File: src/rtl/exc_pkg.sv
package exc_pkg;
   typedef enum logic [1:0] {
      LVL_NORMAL  = 2'd0,
      LVL_HANDLER = 2'd1,
      LVL_DOUBLE  = 2'd2
   } lvl_e;

   localparam int unsigned CAUSE_BITS = 5;
   localparam logic [CAUSE_BITS-1:0] CAUSE_INTERRUPT  = 5'd0;
   localparam logic [CAUSE_BITS-1:0] CAUSE_ADDR_LOAD  = 5'd4;
   localparam logic [CAUSE_BITS-1:0] CAUSE_ADDR_STORE = 5'd5;
   localparam logic [CAUSE_BITS-1:0] CAUSE_ILLEGAL    = 5'd10;
   localparam logic [CAUSE_BITS-1:0] CAUSE_OVERFLOW   = 5'd12;
   localparam logic [CAUSE_BITS-1:0] CAUSE_DIV_ZERO   = 5'd13;
   localparam logic [CAUSE_BITS-1:0] CAUSE_PAGE_FAULT = 5'd16;
   localparam logic [CAUSE_BITS-1:0] CAUSE_PROTECT    = 5'd17;

   localparam logic [2:0] SEL_EPC     = 3'd0;
   localparam logic [2:0] SEL_CAUSE   = 3'd1;
   localparam logic [2:0] SEL_BADADDR = 3'd2;
   localparam logic [2:0] SEL_STATUS  = 3'd3;
endpackage

File: src/rtl/exc_nest_ctrl.sv
module exc_nest_ctrl
   import exc_pkg::*;
(
   input  logic clk,
   input  logic rst_n,
   input  logic exc_req,
   input  logic eret,
   output logic ie,
   output lvl_e level,
   output logic halted,
   output logic take_primary,
   output logic take_double,
   output logic take_return
);
   logic escalate;

   always_comb begin
      take_primary = !halted && exc_req && ie;
      take_double  = !halted && exc_req && !ie && (level == LVL_HANDLER);
      escalate     = !halted && exc_req && !ie && (level == LVL_DOUBLE);
      take_return  = !halted && eret && !exc_req;
   end

   always_ff @(posedge clk) begin
      if (!rst_n) begin
         ie     <= 1'b1;
         level  <= LVL_NORMAL;
         halted <= 1'b0;
      end else if (take_primary) begin
         ie    <= 1'b0;
         level <= LVL_HANDLER;
      end else if (take_double) begin
         level <= LVL_DOUBLE;
      end else if (escalate) begin
         halted <= 1'b1;
      end else if (take_return) begin
         ie    <= 1'b1;
         level <= LVL_NORMAL;
      end
   end

   a_r4_entry_clears_enable: assert property (@(posedge clk) disable iff (!rst_n)
      take_primary |=> (!ie && level == LVL_HANDLER));
   a_r4_enable_only_by_return: assert property (@(posedge clk) disable iff (!rst_n)
      (!ie && !take_return) |=> !ie);
   a_r7_shutdown_sticky: assert property (@(posedge clk) disable iff (!rst_n)
      halted |=> halted);
   a_r7_escalate_halts: assert property (@(posedge clk) disable iff (!rst_n)
      (exc_req && level == LVL_DOUBLE) |=> halted);
endmodule

File: src/rtl/exc_capture.sv
module exc_capture #(
   parameter int unsigned XLEN    = 32,
   parameter int unsigned CAUSE_W = 5,
   parameter logic [CAUSE_W-1:0] PF_CODE = 16
) (
   input  logic               clk,
   input  logic               rst_n,
   input  logic               load,
   input  logic [CAUSE_W-1:0] cause_in,
   input  logic [XLEN-1:0]    pc_in,
   input  logic [XLEN-1:0]    badaddr_in,
   output logic [XLEN-1:0]    epc_q,
   output logic [CAUSE_W-1:0] cause_q,
   output logic [XLEN-1:0]    badvaddr_q
);
   logic is_pf;
   assign is_pf = (cause_in == PF_CODE);

   always_ff @(posedge clk) begin
      if (!rst_n) begin
         epc_q      <= '0;
         cause_q    <= '0;
         badvaddr_q <= '0;
      end else if (load) begin
         epc_q   <= pc_in;
         cause_q <= cause_in;
         if (is_pf) badvaddr_q <= badaddr_in;
      end
   end

   a_r6_hold_without_load: assert property (@(posedge clk) disable iff (!rst_n)
      !load |=> ($stable(epc_q) && $stable(cause_q) && $stable(badvaddr_q)));
   a_r3_badaddr_only_pf: assert property (@(posedge clk) disable iff (!rst_n)
      (load && !is_pf) |=> $stable(badvaddr_q));
   a_r3_epc_loaded: assert property (@(posedge clk) disable iff (!rst_n)
      load |=> (epc_q == $past(pc_in)));
endmodule

File: src/rtl/exc_csr_read.sv
module exc_csr_read #(
   parameter int unsigned XLEN    = 32,
   parameter int unsigned CAUSE_W = 5,
   parameter int unsigned SEL_W   = 3
) (
   input  logic [SEL_W-1:0]   sel,
   input  logic [XLEN-1:0]    epc,
   input  logic [CAUSE_W-1:0] cause,
   input  logic [XLEN-1:0]    badvaddr,
   input  logic [3:0]         status,
   output logic [XLEN-1:0]    data
);
   always_comb begin
      data = '0;
      case (sel)
         SEL_W'(exc_pkg::SEL_EPC):     data = epc;
         SEL_W'(exc_pkg::SEL_CAUSE):   data = XLEN'(cause);
         SEL_W'(exc_pkg::SEL_BADADDR): data = badvaddr;
         SEL_W'(exc_pkg::SEL_STATUS):  data = XLEN'(status);
         default:                      data = '0;
      endcase
   end
endmodule

File: src/rtl/exc_ctrl.sv
module exc_ctrl
   import exc_pkg::*;
#(
   parameter int unsigned XLEN    = 32,
   parameter int unsigned CAUSE_W = 5,
   parameter int unsigned SEL_W   = 3,
   parameter logic [XLEN-1:0] PRIMARY_VEC = 32'h8000_0180,
   parameter logic [XLEN-1:0] DOUBLE_VEC  = 32'h8000_0200
) (
   input  logic               clk,
   input  logic               rst_n,
   input  logic               exc_req,
   input  logic [CAUSE_W-1:0] exc_cause,
   input  logic [XLEN-1:0]    exc_pc,
   input  logic [XLEN-1:0]    exc_badaddr,
   input  logic               eret,
   input  logic [SEL_W-1:0]   rd_sel,
   output logic               redirect_valid,
   output logic [XLEN-1:0]    redirect_pc,
   output logic [XLEN-1:0]    rd_data,
   output logic               shutdown
);
   localparam logic [CAUSE_W-1:0] PF_CODE = CAUSE_W'(CAUSE_PAGE_FAULT);

   generate
      if (XLEN < 32) begin : g_bad_xlen
         $error("exc_ctrl: XLEN must be at least 32");
      end
      if (CAUSE_W < CAUSE_BITS) begin : g_bad_cause
         $error("exc_ctrl: CAUSE_W too narrow for cause codes");
      end
      if (SEL_W < 2) begin : g_bad_sel
         $error("exc_ctrl: SEL_W must cover four registers");
      end
   endgenerate

   logic ie, halted, take_primary, take_double, take_return;
   lvl_e level;
   logic [XLEN-1:0]    epc_q, badvaddr_q;
   logic [CAUSE_W-1:0] cause_q;
   logic [3:0]         status_w;

   exc_nest_ctrl u_nest (
      .clk          (clk),
      .rst_n        (rst_n),
      .exc_req      (exc_req),
      .eret         (eret),
      .ie           (ie),
      .level        (level),
      .halted       (halted),
      .take_primary (take_primary),
      .take_double  (take_double),
      .take_return  (take_return)
   );

   exc_capture #(.XLEN(XLEN), .CAUSE_W(CAUSE_W), .PF_CODE(PF_CODE)) u_cap (
      .clk        (clk),
      .rst_n      (rst_n),
      .load       (take_primary),
      .cause_in   (exc_cause),
      .pc_in      (exc_pc),
      .badaddr_in (exc_badaddr),
      .epc_q      (epc_q),
      .cause_q    (cause_q),
      .badvaddr_q (badvaddr_q)
   );

   assign status_w = {halted, level, ie};

   exc_csr_read #(.XLEN(XLEN), .CAUSE_W(CAUSE_W), .SEL_W(SEL_W)) u_rd (
      .sel      (rd_sel),
      .epc      (epc_q),
      .cause    (cause_q),
      .badvaddr (badvaddr_q),
      .status   (status_w),
      .data     (rd_data)
   );

   always_comb begin
      redirect_valid = take_primary | take_double | take_return;
      redirect_pc    = '0;
      if (take_primary)     redirect_pc = PRIMARY_VEC;
      else if (take_double) redirect_pc = DOUBLE_VEC;
      else if (take_return) redirect_pc = epc_q;
   end

   assign shutdown = halted;

   a_r8_quiet_when_halted: assert property (@(posedge clk) disable iff (!rst_n)
      shutdown |-> !redirect_valid);
   a_r6_nested_goes_double: assert property (@(posedge clk) disable iff (!rst_n)
      (exc_req && !ie && level == LVL_HANDLER && !shutdown) |-> (redirect_valid && redirect_pc == DOUBLE_VEC));
   a_r9_exception_wins: assert property (@(posedge clk) disable iff (!rst_n)
      (exc_req && eret && ie) |-> (redirect_pc == PRIMARY_VEC));
   a_r2_primary_target: assert property (@(posedge clk) disable iff (!rst_n)
      (exc_req && level == LVL_NORMAL && !shutdown) |-> (redirect_valid && redirect_pc == PRIMARY_VEC));
endmodule

File: config.mk
export PLATFORM = sky130hd
export DESIGN_NAME = exc_ctrl
export DESIGN_NICKNAME = d
export VERILOG_FILES = /design/src/rtl/exc_pkg.sv /design/src/rtl/exc_nest_ctrl.sv /design/src/rtl/exc_capture.sv /design/src/rtl/exc_csr_read.sv /design/src/rtl/exc_ctrl.sv
export SDC_FILE = /design/constraint.sdc
export NUM_CORES = 1
export LEC_CHECK = 0
export BUFFER_PORTS_ARGS = -buffer_cell sky130_fd_sc_hd__clkbuf_2
export CAP_MARGIN = 20
export CORE_UTILIZATION = 40
export DETAILED_ROUTE_END_ITERATION = 8
export PLACE_DENSITY = 0.68
export SYNTH_ARGS = -nofsm -noshare
export SYNTH_HDL_FRONTEND = slang
export SYNTH_HIERARCHICAL = 1
export SYNTH_SLANG_ARGS = --single-unit
File: constraint.sdc
create_clock -name clk -period 3.9 [get_ports clk]
set_input_delay 0.585 -clock clk [delete_from_list [all_inputs] [get_ports clk]]
set_output_delay 0.585 -clock clk [all_outputs]
set_load 0.005 [all_outputs]
[After elaboration in Yosys (flattened, before gate mapping)]
Index checks and enable logic that the tools add are counted.
Storage, ports and cells
  register bits: 73
  bits of input ports: 76
  output and inout port bits: 66
  word-level logic and storage cells: 54
Cells by class
  eq/ne operators: 10
  mux-type cells: 12
  bitwise operators: 5
  reductions and logical operators: 20
Operator list (number)
  case mux 32 bit (4 select lines): 1
  two-way mux 32 bit: 3
  logical AND 1 bit: 7
  == test 3 x 2 -> 1 bit, second input constant: 2
  two-way mux 2 bit: 3
  inequality test 2 bit, second input constant: 3
  AND reduction 2 bit: 3
  AND reduction 3 bit: 2
  == test 5 bit, second input constant: 1
  two-way mux 1 bit: 5
  nonzero test 2 bit: 2
  == test 3 x 1 -> 1 bit, second input constant: 1
  zero test 1 bit: 3
  zero test 3 bit: 1
  inequality test 3 bit, second input constant: 1
  inverter 1 bit: 3
  nonzero test 3 bit: 1
  == test 2 x 1 -> 1 bit, second input constant: 1
  == test 2 bit, second input constant: 1
  bitwise OR 1 bit: 2
  OR reduction 2 bit: 1

[Depth between registers and ports, before layout]
  word-level depth: 7
  depth in mapped cells: 6
  depth with buffers taken out: 4

[Hierarchy]
Netlist, hierarchy kept.
By module, submodules not included
  exc_capture: times used 1, cells each 260, area each 2697.6 um2, seq. area each 1381.3 um2
  exc_csr_read: times used 1, cells each 54, area each 508.0 um2, seq. area each 0.0 um2
  exc_ctrl: times used 1, cells each 38, area each 280.3 um2, seq. area each 0.0 um2
  exc_nest_ctrl: times used 1, cells each 18, area each 173.9 um2, seq. area each 80.1 um2

[Least setup slack after synthesis]
OpenSTA, ideal clock, no wires.
  kind: input to output
  start: input exc_req
  end: output redirect_pc[15]
  data arrival time: 1.655 ns
  data required time: 3.315 ns
  setup slack: 1.660 ns
  stages on the path: 5
  path buffers: 1
  path through: or3b_4 > inv_1 > nor3b_4 > buf_6 > and2_2
Between the ends
  cells in the longest elaborated chain, start to end: 5
  elaborated cells on any way between the ends: 9
Ends and longest elaborated chain
  start, declared: RTL line exc_ctrl.sv:12  | input logic exc_req,
  zero test 1 bit: RTL line exc_nest_ctrl.sv:21  | take_return = !halted && eret && !exc_req;
  logical AND 1 bit: RTL line exc_nest_ctrl.sv:21
  named net take_return: RTL line exc_ctrl.sv:37  | logic ie, halted, take_primary, take_double, take_return;
  two-way mux 32 bit: RTL line exc_ctrl.sv:84  | else if (take_return) redirect_pc = epc_q;
  two-way mux 32 bit: RTL line exc_ctrl.sv:83  | else if (take_double) redirect_pc = DOUBLE_VEC;
  two-way mux 32 bit: RTL line exc_ctrl.sv:82  | if (take_primary) redirect_pc = PRIMARY_VEC;
  end, declared: RTL line exc_ctrl.sv:19  | output logic [XLEN-1:0] redirect_pc,
The timed path passes the listed nets, and every way through them passes these cells.

[Worst setup path after layout]
  start: register u_nest.halted
  end: output redirect_pc[28]
Between the ends
  cells in the longest elaborated chain, start to end: 6
  elaborated cells on any way between the ends: 10
Ends and longest elaborated chain
  start, declared: RTL line exc_nest_ctrl.sv:10  | output logic halted,
  start signal, assigned: RTL line exc_nest_ctrl.sv:28  | halted <= 1'b0;
  start signal, assigned: RTL line exc_nest_ctrl.sv:35  | halted <= 1'b1;
  zero test 1 bit: RTL line exc_nest_ctrl.sv:21
  logical AND 1 bit (2 in a row): RTL line exc_nest_ctrl.sv:21
  named net take_return: RTL line exc_ctrl.sv:37
  two-way mux 32 bit: RTL line exc_ctrl.sv:84
  two-way mux 32 bit: RTL line exc_ctrl.sv:83
  two-way mux 32 bit: RTL line exc_ctrl.sv:82
The timed path passes the listed nets, and every way through them passes these cells.

==> flow_metrics.tcl <==
set metrics [dict create \
    crit_arrival_ns 2.18 \
    postRouteWirelength_um 8520 \
    dieArea_um2 9540 \
    final_hold_viol_count 0 \
    status "finished with violations" \
    path_clk_slew_ns 0.07 \
    relSlewSlack 0.529 \
    synth_cells 370 \
    power.leakage_nw 2.11 \
    synth-warning-count 6 \
    ys_ff_latch 73 \
    fillCellCount 869 \
    num_io_pins 142 \
    skew_ns 0.00836 \
    drive_gt1_frac 0.387 \
    final_nets 576 \
    portBuffers 141 \
    remaining_drc_errors 18 \
    synthMuxAreaShare 0.211 \
    setup_viol 0 \
    critical_path.startpoint "u_nest/halted" \
    rsz0062_at_grt "false" \
    gp_congestion 0.894 \
    layout.cells.most_common "clkbuf_2" \
    netlist.area_leader.share 0.399 \
    cts_buffer_depth 2 \
    antenna_found_initial 0 \
    yosys.area_share.simple 0.228 \
    utilization 0.512 \
    insertion_delay_ns 0.34 \
    ant_nets 0 \
    grt_max_degree 49 \
    placementRows 34 \
    crit_path_end "redirect_pc[28]" \
    yosys_most_used_dff "dfxtp_1" \
    cts_setup_buffers 0 \
    yosysTopAreaCell "dfxtp_1" \
    maxCapViolCount 0 \
    core_um2 8810 \
    seq_area_frac_synth 0.399 \
    overflow 0 \
    initial_core_util 0.416 \
    cts.sinks 73 \
    violations "design-rule violations" \
    cp-end-kind "output pin" \
    avgViaCountPerCell 4.80 \
    tns_ns 0 \
    hp-class "reg2reg" \
    critPathLaunchType "register" \
    firstDrtPassIters 6 \
    rr_worst_depth 6 \
    async_flop_share 0 \
    dpl.hpwl_um 6010 \
    cts-root-buf "clkbuf_8" \
    synth_xor_area_frac 0 \
    final_cell_mix "140 x clkbuf_2, 77 x mux2i_1, 73 x dfxtp_1, 65 x nand2_1, 39 x nor2b_1" \
    track_usage 0.184 \
    h-tree-depth 3 \
    critPathMaxFanout 20 \
    synth_top_family_by_area "simple AND/OR/NAND/NOR gates" \
    cts_tree "yes" \
    synth_compound_area_frac 0.0954 \
    synth_nets 446 \
    die_w_um 97.7 \
    wl_per_cell_um 13.9 \
    cts_hold_buffers 0 \
    die_y_um 97.7 \
    drv_slew 0 \
    synthAdderAreaFrac 0 \
    multi_input_area_um2 1960 \
    yosys-top-cells-area "dfxtp_1 40%, mux2i_1 21%, nand2_1 6.7%, nor2b_1 6.7%, a22o_1 3.6%" \
    seqCellArea_um2 1460 \
    rrSetupSlack_ns 1.41 \
    ctsResizeCount 0 \
    power_density_nw_per_um2 354 \
    via_count 2939 \
    crit_required_ns 3.31 \
    fmax_mhz 362 \
    synth_cell_types 38 \
    synth-edff-count 0 \
    fin_crit_sh 0.709 \
    tightest_slew_ns 0.706 \
    area_growth_pct 23.2 \
    worstReg2RegEnd "u_cap/badvaddr_q[0]" \
    reg2reg_from "u_nest/halted" \
    grt_pass1_vias 2846 \
    cts_inserted_buffers 9 \
    drt_iter0_drc 97 \
    max-vdd-ir-drop_v 0.000198 \
    syn_area_per_cell_um2 9.89 \
    grt_pass1_wl_um 13800 \
    syn_area_um2 3660 \
    worstSetupPathType "reg2out" \
    antennaDiodeCount 0 \
    min_period_ns 2.77 \
]
==> kinds of logic (layout without fill, tap and decap cells) <==
kind of cell | after synthesis | count (layout)
buffers and inverters | 30 | 164
multiplexers | 77 | 77
AND/OR/NAND/NOR | 150 | 150
flip-flops | 73 | 73
AO/OA/AOI/OAI | 40 | 40
==> sequential cells by signal (all words and copies together), names as in the netlist <==
| register | flops |
|---|---|
| u_nest/halted | 1 |
| u_nest/level | 2 |
| u_nest/ie | 1 |
| u_cap/badvaddr_q | 32 |
| u_cap/epc_q | 32 |
| u_cap/cause_q | 5 |
==> per-layer routing <==
| metal | up-vias | global-route usage | part of all wire | wire length, um |
|---|---|---|---|---|
| met1 | 1331 | 0.234 | 0.48 | 4050 |
| met2 | 86 | 0.300 | 0.46 | 3960 |
| met5 | - | 0 | 0 | 0 |
| met3 | 10 | 0.0403 | 0.044 | 374 |
| met4 | 0 | 0.0769 | 0.016 | 134 |
| li1 | 1512 | - | - | - |
==> synth_stat cells (2+ instances only) <==
master and count:
a21o_2 2, a22o_1 15, a22o_2 12, and2_1 17, and2_2 11, buf_12 3
buf_2 2, buf_4 3, buf_6 9, clkbuf_1 10, dfxtp_1 73, inv_1 2
mux2i_1 77, nand2_1 65, nor2_1 3, nor2_8 2, nor2b_1 39, nor3_1 2
o22ai_1 4
==> worst max-delay path, stage by stage, from the launching register on <==
cell	delay, ns
dfxtp_1	0.36
or3b_4	0.41
inv_1	0.14
nor3b_4	0.37
buf_4	0.30
and2_2	0.17
clkbuf_2	0.10
==> where the power goes <==
group / internal [mW] / switching, mW
registers: 0.774 / 0.0208
logic: 0.101 / 0.103
clock network: 0.328 / 0.271
total: 1.20 / 0.395
==> through the flow <==
| stage | hold slack [ns] | setup slack [ns] | power, mW | instance area, um^2 | std cells |
|---|---|---|---|---|---|
| after floorplan | 0.434 | 1.66 | 0.941 | 3660 | 370 |
| after global placement | 0.441 | 1.19 | 1.01 | 4310 | 597 |
| after detailed placement | 0.448 | 1.13 | 1.02 | 4310 | 597 |
| after CTS | 0.454 | 1.13 | 1.62 | 4510 | 612 |
| after global routing | 0.463 | 0.993 | 1.67 | 4510 | 612 |
| final | 0.459 | 1.13 | 1.60 | 4510 | 612 |
==> how the worst min path moves through the flow <==
stage                                 to  slack (ns)  cells after the start                  from
floorplan           u_cap/badvaddr_q[11]        0.43                      2  u_cap/badvaddr_q[11]
global placement     u_cap/badvaddr_q[9]        0.44                      2   u_cap/badvaddr_q[9]
detailed placement  u_cap/badvaddr_q[22]        0.45                      2  u_cap/badvaddr_q[22]
CTS                 u_cap/badvaddr_q[11]        0.45                      3       exc_badaddr[11]
global route        u_cap/badvaddr_q[13]        0.46                      3       exc_badaddr[13]
finish              u_cap/badvaddr_q[11]        0.46                      2  u_cap/badvaddr_q[11]
==> area by class of cell <==
class                           count  area share
Clock buffer                       11      0.0336
Sequential cell                    73       0.324
Clock inverter                      4      0.0114
Timing Repair Buffer              146       0.165
Tap cell                          108      0.0300
Multi-Input combinational cell    267       0.434
Inverter                            3     0.00250
No activity file was read; power rests on OpenSTA's default activity.
